--- src/rtl/rwc_pkg.sv ---
package rwc_pkg;

  typedef enum logic [1:0] {
    ST_PINHOLD = 2'd0,
    ST_WAIT    = 2'd1,
    ST_RUN     = 2'd2
  } rwc_state_e;

  typedef struct packed {
    logic rstClr;
    logic rstInc;
    logic wdClr;
    logic wdInc;
  } rwc_strobe_t;

endpackage

--- src/rtl/rwc_datapath.sv ---
module rwc_datapath #(
  parameter int RST_CYCLES = 4096,
  parameter int WD_LIMIT   = 49152
) (
  input  logic                      clk,
  input  logic                      rstPin,
  input  rwc_pkg::rwc_strobe_t      strobe,
  output logic                      rstLast,
  output logic                      wdLast,
  output logic [$clog2(WD_LIMIT)-1:0] wdCountOut
);
  localparam int RW = $clog2(RST_CYCLES);
  localparam int WW = $clog2(WD_LIMIT);
  localparam logic [RW-1:0] RST_END = RW'(RST_CYCLES - 1);
  localparam logic [WW-1:0] WD_END  = WW'(WD_LIMIT - 1);

  logic [RW-1:0] rstCount;
  logic [WW-1:0] wdCount;

  always_ff @(posedge clk) begin
    if (rstPin) begin
      rstCount <= '0;
    end else if (strobe.rstClr) begin
      rstCount <= '0;
    end else if (strobe.rstInc) begin
      rstCount <= rstCount + 1'b1;
    end
  end

  always_ff @(posedge clk) begin
    if (rstPin) begin
      wdCount <= '0;
    end else if (strobe.wdClr) begin
      wdCount <= '0;
    end else if (strobe.wdInc) begin
      wdCount <= wdCount + 1'b1;
    end
  end

  assign rstLast    = (rstCount == RST_END);
  assign wdLast     = (wdCount == WD_END);
  assign wdCountOut = wdCount;

  // the reset wait counter never passes its last value
  a_r2_timer_bound: assert property (@(posedge clk) disable iff (rstPin)
    rstCount <= RST_END);
  // the watchdog counter never passes its overflow value
  a_r4_wd_bound: assert property (@(posedge clk) disable iff (rstPin)
    wdCount <= WD_END);
  // a clear strobe always lands the counter on zero
  a_r5_clear_wins: assert property (@(posedge clk) disable iff (rstPin)
    strobe.wdClr |=> wdCount == '0);

endmodule

--- src/rtl/rwc_control.sv ---
module rwc_control (
  input  logic                 clk,
  input  logic                 rstPin,
  input  logic                 xtalTick,
  input  logic                 wdRefresh,
  input  logic                 dbgEn,
  input  logic                 supplyTie,
  input  logic                 rstLast,
  input  logic                 wdLast,
  output rwc_pkg::rwc_strobe_t strobe,
  output logic                 coreRst,
  output logic                 regRst,
  output logic                 bootStart,
  output logic                 wdCause
);
  import rwc_pkg::*;

  rwc_state_e state;
  logic       fromPin;
  logic       wdOn;
  logic       overflow;
  logic       waitDone;

  assign wdOn     = !dbgEn && !supplyTie;
  assign waitDone = (state == ST_WAIT) && xtalTick && rstLast;
  assign overflow = (state == ST_RUN) && wdOn && xtalTick && !wdRefresh && wdLast;

  always_ff @(posedge clk) begin
    if (rstPin) begin
      state     <= ST_PINHOLD;
      fromPin   <= 1'b1;
      wdCause   <= 1'b0;
      bootStart <= 1'b0;
    end else begin
      bootStart <= 1'b0;
      unique case (state)
        ST_PINHOLD: state <= ST_WAIT;
        ST_WAIT: begin
          if (waitDone) begin
            state     <= ST_RUN;
            bootStart <= 1'b1;
          end
        end
        ST_RUN: begin
          if (overflow) begin
            state   <= ST_WAIT;
            fromPin <= 1'b0;
            wdCause <= 1'b1;
          end
        end
        default: state <= ST_PINHOLD;
      endcase
    end
  end

  always_comb begin
    strobe.rstClr = (state != ST_WAIT);
    strobe.rstInc = (state == ST_WAIT) && xtalTick && !rstLast;
    strobe.wdClr  = (state != ST_RUN) || !wdOn || wdRefresh || overflow;
    strobe.wdInc  = xtalTick;
  end

  assign coreRst = (state != ST_RUN);
  assign regRst  = (state == ST_PINHOLD) || ((state == ST_WAIT) && fromPin);

  // the boot pulse lasts a single cycle
  a_r3_boot_single: assert property (@(posedge clk) disable iff (rstPin)
    bootStart |=> !bootStart);
  // the boot pulse coincides with the core leaving reset
  a_r3_boot_release: assert property (@(posedge clk) disable iff (rstPin)
    bootStart |-> (!coreRst && $past(coreRst)));
  // a reset entered without the pin leaves the registers alone
  a_r6_wd_keeps_regs: assert property (@(posedge clk) disable iff (rstPin)
    ($rose(coreRst) && !$past(rstPin)) |-> !regRst);
  // the watchdog cause flag only falls under the pin
  a_r8_cause_sticky: assert property (@(posedge clk) disable iff (rstPin)
    wdCause |=> wdCause);

endmodule

--- src/rtl/rst_wdog_ctrl.sv ---
module rst_wdog_ctrl #(
  parameter int RST_CYCLES = 4096,
  parameter int WD_LIMIT   = 49152
) (
  input  logic clk,
  input  logic rstPin,
  input  logic xtalTick,
  input  logic wdRefresh,
  input  logic dbgEn,
  input  logic supplyTie,
  output logic coreRst,
  output logic regRst,
  output logic bootStart,
  output logic wdCause
);
  localparam int WW = $clog2(WD_LIMIT);

  rwc_pkg::rwc_strobe_t strobe;
  logic                 rstLast;
  logic                 wdLast;
  logic [WW-1:0]        wdCount;

  rwc_control u_ctrl (
    .clk       (clk),
    .rstPin    (rstPin),
    .xtalTick  (xtalTick),
    .wdRefresh (wdRefresh),
    .dbgEn     (dbgEn),
    .supplyTie (supplyTie),
    .rstLast   (rstLast),
    .wdLast    (wdLast),
    .strobe    (strobe),
    .coreRst   (coreRst),
    .regRst    (regRst),
    .bootStart (bootStart),
    .wdCause   (wdCause)
  );

  rwc_datapath #(
    .RST_CYCLES (RST_CYCLES),
    .WD_LIMIT   (WD_LIMIT)
  ) u_dp (
    .clk        (clk),
    .rstPin     (rstPin),
    .strobe     (strobe),
    .rstLast    (rstLast),
    .wdLast     (wdLast),
    .wdCountOut (wdCount)
  );

  // either hardware disable input holds the watchdog at zero
  a_r7_wd_held: assert property (@(posedge clk) disable iff (rstPin)
    (dbgEn || supplyTie) |=> wdCount == '0);
  // the watchdog sits at zero while the core is held
  a_r10_idle_in_reset: assert property (@(posedge clk) disable iff (rstPin)
    coreRst |=> wdCount == '0);

endmodule

--- config.mk ---
export PLATFORM = sky130hd
export DESIGN_NAME = rst_wdog_ctrl
export DESIGN_NICKNAME = d
export VERILOG_FILES = /design/src/rtl/rwc_pkg.sv /design/src/rtl/rwc_datapath.sv /design/src/rtl/rwc_control.sv /design/src/rtl/rst_wdog_ctrl.sv
export SDC_FILE = /design/constraint.sdc
export NUM_CORES = 1
export LEC_CHECK = 0
export CORE_AREA = 4 4 68 70
export CTS_BUF_LIST = sky130_fd_sc_hd__clkbuf_8
export CTS_CLUSTER_DIAMETER = 50
export DETAILED_ROUTE_END_ITERATION = 10
export DIE_AREA = 0 0 72 74
export PLACE_DENSITY_LB_ADDON = 0.25
export SETUP_SLACK_MARGIN = 0.5
export SLEW_MARGIN = 10
export SYNTH_ARGS = -nofsm -noshare
export SYNTH_HDL_FRONTEND = slang
export SYNTH_SLANG_ARGS = --single-unit
--- constraint.sdc ---
create_clock -name clk -period 4.29 [get_ports clk]
set_input_delay 0.858 -clock clk [delete_from_list [all_inputs] [get_ports clk]]
set_output_delay 0.858 -clock clk [all_outputs]
set_load 0.005 [all_outputs]
# Yosys cells after proc, flatten, opt, wreduce, memory -nomap -nowiden
# Index checks and enable logic that the tools add are counted.
classes:
  eq_ne: 8
  mux: 4
  n_reduce_logical: 24
  addsub: 2
  bitwise: 1
ops:
  columns: ["cell", "n"]
  rows:
  - ["$add 16x1->16 const B", 1]
  - ["$eq 16x16->1 const B", 1]
  - ["$add 12x1->12 const B", 1]
  - ["$eq 12x12->1 const B", 1]
  - ["$logic_and 1x1->1", 9]
  - ["$ne 2x1->1 const B", 3]
  - ["$pmux 2 s3", 1]
  - ["$reduce_or 2->1", 3]
  - ["$logic_not 1->1", 5]
  - ["$logic_or 1x1->1", 4]
  - ["$mux 2", 2]
  - ["$reduce_and 2->1", 2]
  - ["$eq 2x1->1 const B", 1]
  - ["$eq 2x2->1 const B", 1]
  - ["$logic_not 2->1", 1]
  - ["$ne 2x2->1 const B", 1]
  - ["$mux 1", 1]
  - ["$not 1->1", 1]
totals:
  inputBits: 6
  register_bits: 33

# Depth between registers and ports, before layout
depth:
  word_depth: 8
  depth_mapped: 6
  mapped_depth_nobuf: 5

# Modules after synthesis
# A second synthesis with hierarchy kept.
unflattened:
  cells_unflattened: 171
  area_unflattened_um2: 1544.0
by_module_without_submodules:
  columns: ["module", "instances", "cells_each", "area_each_um2"]
  rows:
  - ["rwc_datapath", 1, 146, 1322.5]
  - ["rwc_control", 1, 25, 221.5]

# Worst setup path after synthesis
# No wires, ideal clock.
synth_timing:
  path_kind: "input to register"
  startpoint: "in xtalTick"
  endpoint: "reg u_dp.wdCount[15], in the netlist u_dp.wdCountOut[15]"
  slack_ns: 2.187
  required_time_ns: 4.220
  n_path_buf: 2
  arrival_ns: 2.033
  path_stages: 6
  path_cell_list: "buf_6 -> nand4_2 -> buf_6 -> or3_4 -> or3_1 -> a21oi_1"
synth_between:
  elab_chain_len: 5
synth_lines:
  columns: ["element", "line_no", "text"]
  rows:
  - ["from (decl)", "rst_wdog_ctrl.sv:7", "input logic xtalTick,"]
  - ["$logic_and 1x1->1 (3 in series)", "rwc_control.sv:26", "assign overflow = (state == ST_RUN) && wdOn && xtalTick && !wdRefresh && wdLast;"]
  - ["$logic_or 1x1->1", "rwc_control.sv:59", "strobe.wdClr = (state != ST_RUN) || !wdOn || wdRefresh || overflow;"]
  - ["$reduce_or 2->1 (no line)", null, null]
  - ["to (signal assigned)", "rwc_datapath.sv:36", "wdCount <= wdCount + 1'b1;"]
  - ["to (decl)", "rwc_datapath.sv:18", "logic [WW-1:0] wdCount;"]
# Several ways; a longest one is shown, not always the timed one.
# A chain may end at the register's enable or synchronous reset.

# Worst setup path after layout
layout_timing:
  startpoint: "in xtalTick"
  endpoint: "reg u_dp.wdCount[0], in the netlist u_dp.wdCountOut[0]"
# The elaborated chain is that of the path after synthesis.

==> impl_metrics.tcl <==
set metrics [dict create \
    status "completed" \
    skew_ps 5.61 \
    synth_top_area_frac 0.423 \
    synth_ff_type "dfxtp_1" \
    cp_slowest_cell "clkdlybuf4s50_1" \
    firstDrtPassIters 4 \
    p_per_area_nw_per_um2 312 \
    overflow 0 \
    worst-path-buf-inv 1 \
    antenna_found_initial 0 \
    post_drt_wl_per_cell_um 11.9 \
    cp_top_family "simple AND/OR/NAND/NOR gates" \
    gp_congestion 0.818 \
    die_width_um 72 \
    drt-initial-drc-count 47 \
    drt_wl_total_mm 2.85 \
    htree_levels 2 \
    io_buffers 9 \
    cp-start-kind "primary input" \
    power_uw 549 \
    grt_pass1_wl_mm 5.15 \
    dp_hpwl_mm 2.12 \
    finalMaxSlewViolations 0 \
    finalCriticalPeriod_ps 2880 \
    pin_count 10 \
    nets 197 \
    post_cts_resized 0 \
    worst_pin_slew_ps 632 \
    period_share 0.670 \
    die_y_um 74 \
    setup_viol 0 \
    ir_drop_mv 0.174 \
    via_per_inst 5.35 \
    postCtsSetupBuffers 0 \
    clk_pin_slew_ps 60 \
    cts_hold_buffers 0 \
    hold_class "register to register" \
    cap_violations 0 \
    r2r_slack_ps 2250 \
    yosysTopAreaCell "dfxtp_1" \
    dp.cells 232 \
    cp_cell_sequence "clkdlybuf4s50_1 > nand4_2 > nor4_1 > a211o_1 > nor2_1" \
    diodes 0 \
    core-area_um2 3970 \
    slowest_delay_ps 660 \
    synth_area_leaders "dfxtp_1, xnor2_1, nor2_1" \
    dieArea_um2 5330 \
    critPathCaptureType "register" \
    required_ps 4420 \
    ant_nets 0 \
    nFillCells 391 \
    syn_to_final_growth_pct 12.7 \
    yosys_register_bits 33 \
    cts_buffers 5 \
    syn_nets 186 \
    async_flop_share 0 \
    synth_edf_count 0 \
    synth.distinct_cells 36 \
    finalSetupTns_ps 0 \
    ys_warn_count 0 \
    cp.arrival_ps 3010 \
    cts_sinks 33 \
    start_util 0.394 \
    syn_avg_cell_area_um2 8.78 \
    vias 1279 \
    root_buffer "clkbuf_8" \
    grt_max_degree 17 \
    rsz0062_at_grt "no" \
    multi_input_area_um2 842 \
    clock_latency_ps 270 \
    grt_usage 0.121 \
    timing.slew.headroom 0.576 \
    path_class "primary input to register" \
    drive_gt1_frac 0.0794 \
    instances_no_fill 239 \
    clockBufferDepth 2 \
    leakagePower_uw 0.000545 \
    syn_area_um2 1560 \
    cts_tree "done" \
    first_global_vias 1203 \
    rows 23 \
    drc 0 \
    yosysSeqAreaShare 0.423 \
    synthCells 178 \
    hold_viol_final 0 \
    cp_max_fo 16 \
    regArea_um2 661 \
    max_freq_mhz 348 \
]
## report_power, final
part | internal, µW | switching (µW)
logic | 7.45 | 8.16
registers | 307 | 1.27
clock network | 125 | 99.9
total | 439 | 109
## cell type report
cell class,instances,share of cell area
Tap cell,50,0.0355
Clock inverter,1,0.00213
Timing Repair Buffer,9,0.0512
Inverter,5,0.0107
Clock buffer,6,0.0469
Multi-Input combinational cell,135,0.478
Sequential cell,33,0.375
## per-stage QoR
stage | worst slack, ps | hold WS [ps] | utilization | instance area, µm²
2_1_floorplan | 2190 | 426 | - | 1560
3_5_place_dp | 1130 | 443 | 0.422 | 1670
4_1_cts | 1390 | 453 | 0.443 | 1760
3_3_place_gp | 1250 | 435 | 0.422 | 1670
5_1_grt | 1170 | 484 | 0.443 | 1760
6_report | 1410 | 447 | 0.443 | 1760
## worst register-to-register path: cells and delay by family, from the launching register on
family,cells,cell delay [ps]
AOI/OAI and AO/OA,1,530
adders and majority gates,1,220
and+or+nand+nor,3,740
DFF,1,420
## flip-flops by register name (all words and copies together), names as in the netlist
register	count
u_dp.rstCount	12
u_ctrl.wdCause	1
u_dp.wdCountOut	16
u_ctrl.fromPin	1
u_ctrl.state	2
u_ctrl.bootStart	1
## cell usage after synthesis (all sizes together) (2+ instances only)
master and n:
a21o 2, a21oi 11, and3 2, buf 3, clkbuf 2, dfxtp 33
ha 2, inv 5, mux2i 2, nand2 12, nand3 10, nand4 9
nor2 21, nor3 5, nor3b 2, nor4 7, o211ai 3, o21ai 6
o31ai 4, or2 3, or3 6, or4 6, xnor2 10, xor2 5
## path summary, 6_finish.rpt
check / cells past startpoint / endpoint / from
worst min-delay path: 2 / u_ctrl.wdCause / u_ctrl.wdCause
worst max-delay path: 5 / u_dp.wdCountOut[0] / xtalTick
worst min register to register: 2 / u_ctrl.wdCause / u_ctrl.wdCause
worst max register to register: 5 / u_dp.wdCountOut[0] / u_dp.wdCountOut[0]
## routing by layer
metal	vias up	wire length [µm]	global-route usage
li1	665	-	-
met1	592	1410	0.158
met2	18	1330	0.191
met3	4	65	0.0297
met4	0	35	0.0522
met5	-	0	0
## placed cells by master (no fill, tap or decap), types with 2 or more instances in the layout
cell,instances
nor4_1,7
nor2_2,2
o211ai_1,3
a21oi_1,11
and3_1,2
nand3_1,10
nor3_1,5
nor3b_1,2
or4_1,6
xor2_1,5
ha_1,2
clkbuf_8,6
nand4_1,8
nand2_1,12
or2_2,2
or3_1,5
a21o_1,2
nor2_1,19
xnor2_1,10
o21ai_0,6
clkdlybuf4s50_1,9
o31ai_1,3
dfxtp_1,33
inv_1,6
mux2i_1,2
## cell families (layout without fill, tap and decap cells)
group                    Yosys count  after routing  share of synthesized area
flip-flops                        33             33                      0.423
buffers and inverters             10             21                     0.0384
adder cells (fa/ha/maj)            2              2                     0.0160
AO/OA/AOI/OAI                     27             27                      0.106
multiplexers                       2              2                     0.0128
AND/OR/NAND/NOR                   89             89                      0.319
XOR/XNOR                          15             15                     0.0841
(Power assumes the default switching activity.)
